## src/rtl/zcs_pkg.sv

```systemverilog
// Package: shared sizes and bit positions for the zero code suppression stuffer.
// Assumes bit 1 (MSB) of a channel octet sits at vector index OCT_W-1.
package zcs_pkg;
    localparam int OCT_W      = 8;
    localparam int NUM_SLOTS  = 24;
    localparam int SLOT_W     = $clog2(NUM_SLOTS);
    // bit 7 of 8 (MSB numbered 1) is vector index 1
    localparam int RBS_BIT    = OCT_W - 7;
    // bit 8, the LSB
    localparam int FULL_BIT   = 0;

    typedef logic [OCT_W-1:0]  octet_t;
    typedef logic [SLOT_W-1:0] slot_t;
endpackage

```

## src/rtl/zcs_slot_counter.sv

```systemverilog
// Module: channel index counter.
// Produces the index of the octet presented now. A frame-start strobe forces
// index 0. Each accepted octet moves the index on, returning to 0 after the last.
// Assumes frame_start is only meaningful together with adv.
module zcs_slot_counter #(
    parameter int NUM_SLOTS = 24,
    localparam int SLOT_W   = $clog2(NUM_SLOTS)
) (
    input  logic              clk,
    input  logic              rst_n,
    input  logic              adv,
    input  logic              frame_start,
    output logic [SLOT_W-1:0] cur_slot
);
    localparam logic [SLOT_W-1:0] LAST = SLOT_W'(NUM_SLOTS - 1);

    logic [SLOT_W-1:0] next_q;

    // index of the octet presented in this cycle
    always_comb begin
        cur_slot = frame_start ? '0 : next_q;
    end

    // hold the index the next accepted octet will get
    always_ff @(posedge clk) begin
        if (!rst_n) begin
            next_q <= '0;
        end else if (adv) begin
            next_q <= (cur_slot == LAST) ? '0 : cur_slot + 1'b1;
        end
    end
endmodule

```

## src/rtl/zcs_cfg_shadow.sv

```systemverilog
// Module: registered copy of the per-channel signaling marks and the mode select.
// Each mark has its own flop, built by a generate loop. Reset clears every mark
// and selects the default mode. Values reach the stuffer one clock after the inputs.
module zcs_cfg_shadow #(
    parameter int NUM_SLOTS = 24
) (
    input  logic                 clk,
    input  logic                 rst_n,
    input  logic [NUM_SLOTS-1:0] tbl_in,
    input  logic                 framer_mode,
    input  logic                 tx_sig,
    output logic [NUM_SLOTS-1:0] tbl_q,
    output logic                 full_q
);
    // one flop per channel mark
    for (genvar g = 0; g < NUM_SLOTS; g++) begin : g_mark
        always_ff @(posedge clk) begin
            if (!rst_n) tbl_q[g] <= 1'b0;
            else        tbl_q[g] <= tbl_in[g];
        end
    end

    // full suppression when either mode input selects it
    always_ff @(posedge clk) begin
        if (!rst_n) full_q <= 1'b0;
        else        full_q <= framer_mode | tx_sig;
    end
endmodule

```

## src/rtl/zcs_octet_stuffer.sv

```systemverilog
// Module: decides whether to stuff an octet and which bit, then registers it.
// Assumes rbs is the signaling mark of the current channel and full selects
// full suppression. Only all-zero octets are changed.
module zcs_octet_stuffer
    import zcs_pkg::*;
(
    input  logic   clk,
    input  logic   rst_n,
    input  logic   in_valid,
    input  octet_t in_octet,
    input  slot_t  in_slot,
    input  logic   rbs,
    input  logic   full,
    output logic   out_valid,
    output octet_t out_octet,
    output slot_t  out_slot
);
    octet_t stuff_mask;
    logic   all_zero;

    // choose the bit to force for an all-zero octet
    always_comb begin
        all_zero   = (in_octet == '0);
        stuff_mask = '0;
        if (all_zero) begin
            if (rbs)       stuff_mask[RBS_BIT]  = 1'b1;
            else if (full) stuff_mask[FULL_BIT] = 1'b1;
        end
    end

    // register the result with its valid strobe and channel index
    always_ff @(posedge clk) begin
        if (!rst_n) begin
            out_valid <= 1'b0;
            out_octet <= '0;
            out_slot  <= '0;
        end else begin
            out_valid <= in_valid;
            if (in_valid) begin
                out_octet <= in_octet | stuff_mask;
                out_slot  <= in_slot;
            end
        end
    end
endmodule

```

## src/rtl/ds1_zcs_stuffer.sv

```systemverilog
// Module: top of the DS1 transmit zero code suppression stuffer.
// Counts channels, keeps a registered copy of the signaling marks and mode,
// and stuffs all-zero octets with one clock of latency.
// Assumes one octet per cycle at most, with in_frame_start on channel 0.
module ds1_zcs_stuffer
    import zcs_pkg::*;
(
    input  logic                 clk,
    input  logic                 rst_n,
    input  logic                 in_valid,
    input  logic                 in_frame_start,
    input  logic [OCT_W-1:0]     in_octet,
    input  logic [NUM_SLOTS-1:0] rbs_en_tbl,
    input  logic                 framer_mode,
    input  logic                 tx_sig,
    output logic                 out_valid,
    output logic [OCT_W-1:0]     out_octet,
    output logic [SLOT_W-1:0]    out_slot
);
    slot_t                cur_slot;
    logic [NUM_SLOTS-1:0] tbl_q;
    logic                 full_q;
    logic                 cur_rbs;

    zcs_slot_counter #(.NUM_SLOTS(NUM_SLOTS)) u_cnt (
        .clk        (clk),
        .rst_n      (rst_n),
        .adv        (in_valid),
        .frame_start(in_frame_start & in_valid),
        .cur_slot   (cur_slot)
    );

    zcs_cfg_shadow #(.NUM_SLOTS(NUM_SLOTS)) u_cfg (
        .clk        (clk),
        .rst_n      (rst_n),
        .tbl_in     (rbs_en_tbl),
        .framer_mode(framer_mode),
        .tx_sig     (tx_sig),
        .tbl_q      (tbl_q),
        .full_q     (full_q)
    );

    // look up the mark for the current channel
    always_comb begin
        cur_rbs = tbl_q[cur_slot];
    end

    zcs_octet_stuffer u_stuff (
        .clk      (clk),
        .rst_n    (rst_n),
        .in_valid (in_valid),
        .in_octet (in_octet),
        .in_slot  (cur_slot),
        .rbs      (cur_rbs),
        .full     (full_q),
        .out_valid(out_valid),
        .out_octet(out_octet),
        .out_slot (out_slot)
    );
endmodule

```

## config.mk

```make
export PLATFORM = sky130hd
export DESIGN_NAME = ds1_zcs_stuffer
export DESIGN_NICKNAME = d
export VERILOG_FILES = /design/src/rtl/zcs_pkg.sv /design/src/rtl/zcs_slot_counter.sv /design/src/rtl/zcs_cfg_shadow.sv /design/src/rtl/zcs_octet_stuffer.sv /design/src/rtl/ds1_zcs_stuffer.sv
export SDC_FILE = /design/constraint.sdc
export NUM_CORES = 1
export LEC_CHECK = 0
export BUFFER_PORTS_ARGS = -buffer_cell sky130_fd_sc_hd__clkbuf_2
export CAP_MARGIN = 5
export CORE_MARGIN = 2
export CORE_UTILIZATION = 54
export DETAILED_ROUTE_END_ITERATION = 10
export PLACE_DENSITY = 0.83
export SYNTH_ARGS = -nofsm -noshare
export SYNTH_HDL_FRONTEND = slang
export SYNTH_SLANG_ARGS = --single-unit
```

## constraint.sdc

```tcl
create_clock -name clk -period 2.35 [get_ports clk]
set_input_delay 0.3525 -clock clk [delete_from_list [all_inputs] [get_ports clk]]
set_output_delay 0.3525 -clock clk [all_outputs]
set_load 0.02 [all_outputs]
```

==> flow_summary.json, run 1 <==
{
  "status": "completed",
  "die_height_um": 61.0,
  "drc": 0,
  "whs_ps": 180,
  "cts.sinks": 44,
  "crit_path_end_kind": "register",
  "grt_overflow": 0,
  "peakVddDrop_uv": 450,
  "crit_path_max_fanout": 14,
  "power_switching_share_pct": 22.5,
  "r2r-start": "u_cnt.next_q[0]",
  "port_buffers": 51,
  "reg2reg_slack_ps": 360,
  "wirelength_mm": 3.11,
  "p_comb_share_pct": 10.9,
  "tightest_slew_ps": 497,
  "synth_top_family_by_area": "simple AND/OR/NAND/NOR gates",
  "grt_antenna_before_repair": 0,
  "syn_nets": 220,
  "core-area_um2": 3080,
  "synth_xor_area_share_pct": 0,
  "fmax_mhz": 502,
  "synth_adder_area_share_pct": 0.713,
  "diodes": 0,
  "worstRegToRegCells": 6,
  "cp-startpoint": "u_cnt.next_q[0]",
  "fin_crit_sh_pct": 84.7,
  "synth_flop_cell": "dfxtp_1",
  "post-synth-top-count-cell": "dfxtp_1",
  "endpoint": "u_stuff.out_octet[0]",
  "first_iter_violations": 38,
  "clockBufferDepth": 2,
  "dpl.hpwl_mm": 2.37,
  "critical_path.max_stage_delay_ps": 650,
  "synth_cell_types": 36,
  "slew_headroom_pct": 66.8,
  "cts_resized": 0,
  "synthArstFlopShare_pct": 0,
  "cts_inserted_buffers": 5,
  "arrival_ps": 2270,
  "cap_violations": 0,
  "grt_start_max_net_pins": 32,
  "vias": 1386,
  "pwr-share-seq_pct": 57.4,
  "crit_path_cell_trace": "inv_1 -> a211oi_1 -> nor4_1 -> a21boi_0 -> a221o_1 -> o31ai_1",
  "clk_pin_slew_ps": 110,
  "ys_warn_count": 0,
  "required_ps": 2630,
  "ys_seq_area_share_pct": 50.2,
  "power_density_nw_per_um2": 663,
  "post-cts-setup-buffers": 0,
  "first_pass_iters": 4,
  "row_count": 20,
  "syn2layout_area_growth_pct": 20.2,
  "synth_cells": 181,
  "nFillCells": 260,
  "die_width_um": 61.0,
  "cp_num_buf_inv": 1,
  "critPathTopFamily": "compound AO/OA/AOI/OAI gates",
  "rsz0062_at_grt": "no",
  "wl_met3_um": 138,
  "finish.net_count": 269,
  "synth.area.top_cells": "dfxtp_1 (50%), and2_1 (10%), mux2i_1 (5.7%)",
  "synth-compound-area-share_pct": 14.0,
  "hold_violations": 0,
  "grt_pass1_vias": 1284,
  "wl_met1_mm": 1.41,
  "hold_start": "framer_mode",
  "ctsHoldBuffers": 0,
  "setup_viol_count_final": 0,
  "ios": 52,
  "finalCriticalPeriod_ps": 1990,
  "cts_tree": "yes",
  "synth_area_um2": 1750,
  "critPathKind": "register to register",
  "clock_latency_ps": 360,
  "syn_area_per_cell_um2": 9.69,
  "synth_top_area_cell": "dfxtp_1",
  "wl_per_cell_um": 11.3,
  "initial_core_util_pct": 57.0,
  "skew_ps": 4.16,
  "synth_edf_count": 0,
  "p_int_uw": 1080,
  "p_clk_share_pct": 31.7,
  "vias_per_cell": 5.04,
  "maxSlewViolCount": 0,
  "muxShareOfSynthArea_pct": 9.56,
  "route.met2.wl_mm": 1.48,
  "finalPower_uw": 1400,
  "ys_ff_latch": 44,
  "p_leak_uw": 0.000947,
  "clockRootBuffer": "clkbuf_4",
  "switchingPower_uw": 314,
  "grt_usage_pct": 19.4,
  "worstHoldPathCells": 2,
  "ys_top_cells_by_count": "dfxtp_1 (44), and2_1 (28), nand2_1 (14)",
  "r2r-end": "u_stuff.out_octet[0]",
  "cp.depth": 6,
  "place.gp.congestion": 0.792,
  "die_area_um2": 3720,
  "htreeDepth": 2,
  "hp-class": "input port to register",
  "ant_nets": 0,
  "critical_path.startpoint_type": "register",
  "top_layer_used": "met4",
  "drive_gt1_share_pct": 28.6,
  "synth_top_area_share_pct": 50.2,
  "yosys.area_share.simple_pct": 22.2,
  "grt_pass1_wl_mm": 5.18,
  "critPathSlowestCell": "dfxtp_1",
  "fin_setup_tns_ps": 0
}
## placed cells by master, fill, tap and decap left out, types with 2 or more instances in the layout
cell type and instances:
a211oi_1 3, a21boi_0 4, a21o_1 2, a21oi_1 9
a31oi_1 2, and2_1 28, and3_1 2, buf_4 2
clkbuf_2 51, clkbuf_4 5, dfxtp_1 44, inv_1 3
mux2_2 4, mux2i_1 10, nand2_1 14, nand3_1 4
nor2_1 6, nor2b_1 11, nor4_1 3, o21ai_0 6
## worst register-to-register path, stage by stage (launching register included)
cell      delay, ps
dfxtp_1         650
inv_1           230
a211oi_1        250
nor4_1           70
a21boi_0        130
a221o_1         350
o31ai_1         240
## sequential cells by signal, summed over array words and instances (netlist names)
name	cells
u_cnt.next_q	5
u_stuff.out_slot	5
u_stuff.out_octet	8
u_stuff.out_valid	1
u_cfg.tbl_q	24
u_cfg.full_q	1
## final cells by class
cell class / count / area (um^2) / share of cell area [%]
Timing Repair Buffer: 53 / 270 / 12.8
Multi-Input combinational cell: 123 / 815 / 38.6
Inverter: 3 / 11.3 / 0.534
Sequential cell: 44 / 881 / 41.8
Clock inverter: 2 / 35.0 / 1.66
Clock buffer: 6 / 41.3 / 1.96
Tap cell: 44 / 55.1 / 2.61
## power by group through the flow
stage                     clock network, uW  registers, uW  logic (uW)
after global placement                    0            818         151
final                                   443            802         152
after floorplan                           0            821        93.0
after CTS                               457            803         155
after global routing                    490            807         172
after detailed placement                  0            820         154
## logic make-up (layout without fill, tap and decap cells)
kind of cell    count (synthesis)  after routing
compound gates                 36             36
fa+ha+maj                       1              1
buf+inv                        14             64
flops                          44             44
mux                            15             15
simple gates                   71             71
## through the flow
stage | area [um^2] | utilization (%) | cells | setup WS, ps
4_1_cts | 2110 | 68.5 | 275 | 352
2_1_floorplan | 1750 | - | 181 | 703
3_5_place_dp | 2030 | 66.0 | 267 | 371
6_report | 2110 | 68.5 | 275 | 359
5_1_grt | 2110 | 68.5 | 275 | 164
3_3_place_gp | 2030 | 66.0 | 267 | 421
## worst min path at each step
stage | end | slack (ps)
final | u_cfg.full_q | 180
after global placement | u_stuff.out_octet[0] | 440
after global routing | u_cfg.tbl_q[9] | 170
after CTS | u_cfg.full_q | 170
after detailed placement | u_stuff.out_octet[0] | 440
after floorplan | u_stuff.out_octet[0] | 420
## layer usage
layer	vias up	global-route usage, %
met1	625	22.6
met3	8	5.54
met4	0	11.5
met5	-	0
met2	33	31.8
li1	720	-
(Power assumes the default switching activity.)
==> run 2: changes to the inputs <==
--- a/config.mk
+++ b/config.mk
@@ -8,9 +8,9 @@
 export BUFFER_PORTS_ARGS = -buffer_cell sky130_fd_sc_hd__clkbuf_2
 export CAP_MARGIN = 5
 export CORE_MARGIN = 2
-export CORE_UTILIZATION = 54
+export CORE_UTILIZATION = 50
 export DETAILED_ROUTE_END_ITERATION = 10
-export PLACE_DENSITY = 0.83
+export PLACE_DENSITY = 0.78
 export SYNTH_ARGS = -nofsm -noshare
 export SYNTH_HDL_FRONTEND = slang
 export SYNTH_SLANG_ARGS = --single-unit
==> constraint.sdc (replaced) <==
create_clock -name clk -period 1.95 [get_ports clk]
set_input_delay 0.2925 -clock clk [delete_from_list [all_inputs] [get_ports clk]]
set_output_delay 0.2925 -clock clk [all_outputs]
set_load 0.02 [all_outputs]
==> run 2 against run 1 <==
  * Power rose by 22%
  * Clock skew up 3.2 ps
  * Critical path depth fell by 1
  * Cell count grew 2.9%
  * Non-clock buffer count up 6
  * Global-route usage decreased by 2.4 points
  * Core utilization down 4.3 points
  * Combinational power up 32%
  * Flip-flop and latch count unchanged
  * Die area grew 7.5%
  * Count of clock-buffer cells in the layout fell by 1
  * Worst setup slack worse by 200 ps
==> flow_summary.json, run 2 (synthesis results as in run 1) <==
{
  "finish.net_count": 275,
  "clockRootBuffer": "clkbuf_4",
  "hp-class": "input port to register",
  "grt_pass1_wl_mm": 5.38,
  "diodes": 0,
  "wl_per_cell_um": 11.3,
  "clock_latency_ps": 350,
  "largest-register": "u_cfg.tbl_q",
  "critical_path.startpoint_type": "register",
  "largestRegisters": "u_cfg.tbl_q: 24 flops, u_stuff.out_octet: 8 flops",
  "required_ps": 2230,
  "ant_nets": 0,
  "crit_path_max_fanout": 7,
  "cts.sinks": 44,
  "finalCriticalPeriod_ps": 1790,
  "core-area_um2": 3360,
  "cap_violations": 0,
  "initial_core_util_pct": 52.2,
  "vias_per_cell": 4.88,
  "cp.depth": 5,
  "final_common_cell": "clkbuf_2",
  "ios": 52,
  "worstRegToRegCells": 5,
  "htreeDepth": 2,
  "critPathSlowestCell": "mux4_2",
  "worstHoldPathCells": 2,
  "grt_usage_pct": 17.0,
  "p_leak_uw": 0.000976,
  "reg2reg_slack_ps": 160,
  "cts_tree": "yes",
  "clockBufferDepth": 2,
  "crit_path_cell_trace": "mux4_2 -> nand3_1 -> a21oi_1 -> a221o_1 -> o31ai_1",
  "hold_start": "rbs_en_tbl[0]",
  "die_area_um2": 4000,
  "die_height_um": 63.2,
  "endpoint": "u_stuff.out_octet[0]",
  "wirelength_mm": 3.19,
  "power_switching_share_pct": 23.0,
  "p_comb_share_pct": 11.7,
  "maxSlewViolCount": 0,
  "first_pass_iters": 4,
  "tightest_slew_ps": 330,
  "ctsHoldBuffers": 0,
  "dpl.cell_count": 275,
  "power_density_nw_per_um2": 790,
  "r2r-start": "u_cnt.next_q[1]",
  "fin_setup_tns_ps": 0,
  "critPathKind": "register to register",
  "vias": 1382,
  "clk_pin_slew_ps": 120,
  "drive_gt1_share_pct": 30.8,
  "grt_pass1_vias": 1254,
  "die_width_um": 63.2,
  "cts_inserted_buffers": 5,
  "syn2layout_area_growth_pct": 23.1,
  "cts_resized": 0,
  "cp_num_buf_inv": 0,
  "grt_start_max_net_pins": 44,
  "layoutNonFillerInstCount": 283,
  "slew_headroom_pct": 78.0,
  "dpl.hpwl_mm": 2.40,
  "crit_path_end_kind": "register",
  "skew_ps": 7.33,
  "grt_antenna_before_repair": 0,
  "rsz0062_at_grt": "no",
  "most-common-layout-cells": "clkbuf_2 (51), dfxtp_1 (44), and2_1 (28), nand2_1 (14), nor2b_1 (11)",
  "post-cts-setup-buffers": 0,
  "p_int_uw": 1310,
  "port_buffers": 51,
  "pwr-share-seq_pct": 56.3,
  "switchingPower_uw": 392,
  "setup_viol_count_final": 0,
  "place.gp.congestion": 0.848,
  "hold_violations": 0,
  "fin_util_pct": 64.2,
  "row_count": 21,
  "critical_path.max_stage_delay_ps": 540,
  "cp-startpoint": "u_cnt.next_q[1]",
  "first_iter_violations": 42,
  "peakVddDrop_uv": 497,
  "largest_reg_flops": 24,
  "critPathTopFamily": "compound AO/OA/AOI/OAI gates",
  "r2r-end": "u_stuff.out_octet[0]",
  "fin_crit_sh_pct": 91.8,
  "arrival_ps": 2070,
  "p_clk_share_pct": 31.9,
  "grt_overflow": 0,
  "drc": 0,
  "status": "completed",
  "fmax_mhz": 559
}
-- run 2: per-stage QoR --
stage / instance area (um^2) / setup WS [ps] / total power, uW / hold WS, ps
4_1_cts: 2160 / 161 / 1720 / 117
5_1_grt: 2160 / 18.5 / 1790 / 117
2_1_floorplan: 1750 / 363 / 1100 / 403
3_5_place_dp: 2080 / 131 / 1180 / 442
3_3_place_gp: 2080 / 170 / 1180 / 439
6_report: 2160 / 160 / 1710 / 129
-- run 2: worst min-delay path by stage --
stage	end	slack, ps
floorplan	u_cfg.full_q	400
global placement	u_stuff.out_octet[0]	440
detailed placement	u_stuff.out_octet[0]	440
CTS	u_cfg.tbl_q[0]	120
global route	u_cfg.tbl_q[2]	120
finish	u_cfg.tbl_q[0]	130
-- run 2: per-layer routing --
metal / routed length [um] / vias to the layer above / part of all wire (%) / global-route usage, %
li1: - / 731 / - / -
met1: 1540 / 603 / 48 / 20.9
met2: 1400 / 43 / 44 / 28.1
met3: 211 / 5 / 6.6 / 6.07
met4: 38 / 0 / 1.2 / 4.89
met5: 0 / - / 0 / 0
-- run 2: area by class of cell --
cell class | instances | area, um^2
Tap cell | 46 | 57.6
Clock buffer | 5 | 37.5
Clock inverter | 3 | 42.5
Sequential cell | 44 | 881
Inverter | 3 | 11.3
Multi-Input combinational cell | 123 | 815
Timing Repair Buffer | 59 | 315
Fill cell | 319 | 1200
-- run 2: power by group through the flow --
stage | Combinational [uW] | Sequential [uW] | Clock [uW]
2_1_floorplan | 112 | 990 | 0
3_3_place_gp | 198 | 981 | 0
3_5_place_dp | 202 | 982 | 0
4_1_cts | 202 | 962 | 559
5_1_grt | 224 | 967 | 599
6_report | 200 | 961 | 545
==> run 3: changes to the inputs <==
--- a/config.mk
+++ b/config.mk
@@ -5,10 +5,11 @@
 export SDC_FILE = /design/constraint.sdc
 export NUM_CORES = 1
 export LEC_CHECK = 0
+export ABC_AREA = 1
 export BUFFER_PORTS_ARGS = -buffer_cell sky130_fd_sc_hd__clkbuf_2
 export CAP_MARGIN = 5
 export CORE_MARGIN = 2
-export CORE_UTILIZATION = 50
+export CORE_UTILIZATION = 51
 export DETAILED_ROUTE_END_ITERATION = 10
 export PLACE_DENSITY = 0.78
 export SYNTH_ARGS = -nofsm -noshare
==> run 3 against run 2 <==
  * Global-route usage is 1.6 points higher
  * First-iteration DRC count increased by 100%
  * Register-to-register slack gained 300 ps
  * Clock skew rose by 6.7 ps
==> flow_summary.json, run 3 <==
{
  "wirelength_mm": 3.35,
  "finish.net_count": 336,
  "cts_inserted_buffers": 5,
  "synth_xor_area_share_pct": 0,
  "die_width_um": 63.9,
  "largest-register": "u_cfg.tbl_q",
  "fmax_mhz": 672,
  "htreeDepth": 2,
  "status": "completed",
  "wl_met3_um": 161,
  "hold_violations": 0,
  "required_ps": 2230,
  "crit_path_cell_trace": "nand2_2 -> inv_2 -> ha_1 -> inv_1 -> nor2_1 -> a221oi_1 -> o21ai_0 -> a21oi_1",
  "wl_met1_mm": 1.59,
  "synth_edf_count": 0,
  "largestRegisters": "u_cfg.tbl_q: 24 flops, u_stuff.out_octet: 8 flops",
  "ys_ff_latch": 44,
  "synth_cell_types": 23,
  "synth.area.top_cells": "dfxtp_1 (48%), nand2_1 (12%), inv_1 (8.8%)",
  "ys_warn_count": 0,
  "yosys.area_share.simple_pct": 28.8,
  "ios": 52,
  "clockRootBuffer": "clkbuf_4",
  "synth_flop_cell": "dfxtp_1",
  "syn_area_per_cell_um2": 7.37,
  "clock_latency_ps": 350,
  "cts_tree": "yes",
  "vias": 1585,
  "synthArstFlopShare_pct": 0,
  "post-cts-setup-buffers": 0,
  "port_buffers": 51,
  "synth_cells": 248,
  "synth_top_area_cell": "dfxtp_1",
  "slew_headroom_pct": 75.4,
  "ctsHoldBuffers": 0,
  "skew_ps": 14.1,
  "first_iter_violations": 84,
  "dpl.cell_count": 336,
  "die_area_um2": 4080,
  "critical_path.startpoint_type": "register",
  "clockBufferDepth": 2,
  "synth-compound-area-share_pct": 9.04,
  "grt_pass1_wl_mm": 6.06,
  "route.met2.wl_mm": 1.57,
  "critical_path.max_stage_delay_ps": 360,
  "wl_per_cell_um": 9.73,
  "diodes": 0,
  "most-common-layout-cells": "nand2_1 (57), clkbuf_2 (51), dfxtp_1 (44), inv_1 (43), nor2_1 (23)",
  "crit_path_max_fanout": 9,
  "synth_adder_area_share_pct": 0.685,
  "core-area_um2": 3390,
  "syn_nets": 287,
  "power_density_nw_per_um2": 830,
  "ys_top_cells_by_count": "nand2_1 (57), dfxtp_1 (44), inv_1 (43)",
  "cts.sinks": 44,
  "arrival_ps": 1770,
  "critPathKind": "register to register",
  "synth_top_area_share_pct": 48.2,
  "rsz0062_at_grt": "no",
  "place.gp.congestion": 0.803,
  "fin_setup_tns_ps": 0,
  "first_pass_iters": 4,
  "initial_core_util_pct": 53.9,
  "largest_reg_flops": 24,
  "drive_gt1_share_pct": 24.5,
  "finalPower_uw": 1810,
  "crit_path_end_kind": "register",
  "synth_top_family_by_area": "simple AND/OR/NAND/NOR gates",
  "clk_pin_slew_ps": 130,
  "cap_violations": 0,
  "fin_crit_sh_pct": 76.3,
  "muxShareOfSynthArea_pct": 0,
  "pre_cts_slack_ps": 240,
  "setup_slack_ps": 462,
  "ant_nets": 0,
  "critPathSlowestCell": "dfxtp_1",
  "maxSlewViolCount": 0,
  "drc": 0,
  "hp-class": "input port to register",
  "fin_util_pct": 64.5,
  "grt_overflow": 0,
  "ys_seq_area_share_pct": 48.2,
  "row_count": 21,
  "tightest_slew_ps": 370,
  "dpl.hpwl_mm": 2.48,
  "cts_resized": 0,
  "setup_viol_count_final": 0,
  "grt_pass1_vias": 1477,
  "finalCriticalPeriod_ps": 1490,
  "syn2layout_area_growth_pct": 19.6,
  "vias_per_cell": 4.61,
  "grt_antenna_before_repair": 0,
  "final_common_cell": "nand2_1",
  "grt_usage_pct": 18.6,
  "grt_start_max_net_pins": 26,
  "post-synth-top-count-cell": "nand2_1",
  "die_height_um": 63.9,
  "top_layer_used": "met4",
  "synth_area_um2": 1830,
  "peakVddDrop_uv": 516,
  "layoutNonFillerInstCount": 344,
  "p_leak_uw": 0.00122
}
run 3: changes by cell type after synthesis, sizes merged, moves of 3 or more:
cell    previous run  this run
a211oi             3         0
a21boi             4         0
a21oi              9        12
and2              29         0
inv                3        45
mux2               4         0
mux2i             10         0
nand2             14        62
nand3              4        19
nand3b             0         6
nor2               6        26
nor2b             11         0
o21ai              6        17
run 3: cell type report:
| class | instances | area [um^2] |
|---|---|---|
| Fill cell | 312 | 1200 |
| Sequential cell | 44 | 881 |
| Multi-Input combinational cell | 147 | 704 |
| Timing Repair Buffer | 54 | 278 |
| Inverter | 45 | 169 |
| Clock buffer | 7 | 65.1 |
| Tap cell | 46 | 57.6 |
| Clock inverter | 1 | 30.0 |
run 3: critical path: cells and delay by family, from the launching register on:
| kind | cells | cell delay (ps) |
|---|---|---|
| compound gates | 3 | 500 |
| fa+ha+maj | 1 | 190 |
| buf+inv | 2 | 140 |
| flops | 1 | 360 |
| simple gates | 2 | 240 |
run 3: path summary, 6_finish.rpt:
| kind | startpoint | endpoint | slack [ps] | cells past startpoint |
|---|---|---|---|---|
| max | u_cnt.next_q[0] | u_cnt.next_q[3] | 460 | 8 |
| min | rbs_en_tbl[17] | u_cfg.tbl_q[17] | 110 | 3 |
| max reg2reg | u_cnt.next_q[0] | u_cnt.next_q[3] | 460 | 8 |
| min reg2reg | u_stuff.out_slot[0] | u_stuff.out_slot[0] | 490 | 2 |
run 3: cell families (layout without fill, tap and decap cells):
group	Yosys count	count (layout)
AND/OR/NAND/NOR	115	115
AO/OA/AOI/OAI	31	31
buffers and inverters	57	107
adder cells (fa/ha/maj)	1	1
flip-flops	44	44
run 3: per-stage QoR:
step / area (um^2) / hold WS [ps]
global route: 2180 / 116
finish: 2180 / 113
floorplan: 1830 / 390
global placement: 2090 / 465
detailed placement: 2090 / 467
CTS: 2180 / 110
run 3: layer usage:
layer | GRT usage [%] | vias to the layer above
met2 | 31.0 | 37
met1 | 23.0 | 686
li1 | - | 857
met4 | 7.88 | 0
met3 | 4.23 | 5
met5 | 0 | -
run 3: where the power goes:
group	switching, uW	internal, uW
Sequential	18.8	948
Combinational	141	93.0
Clock	272	341
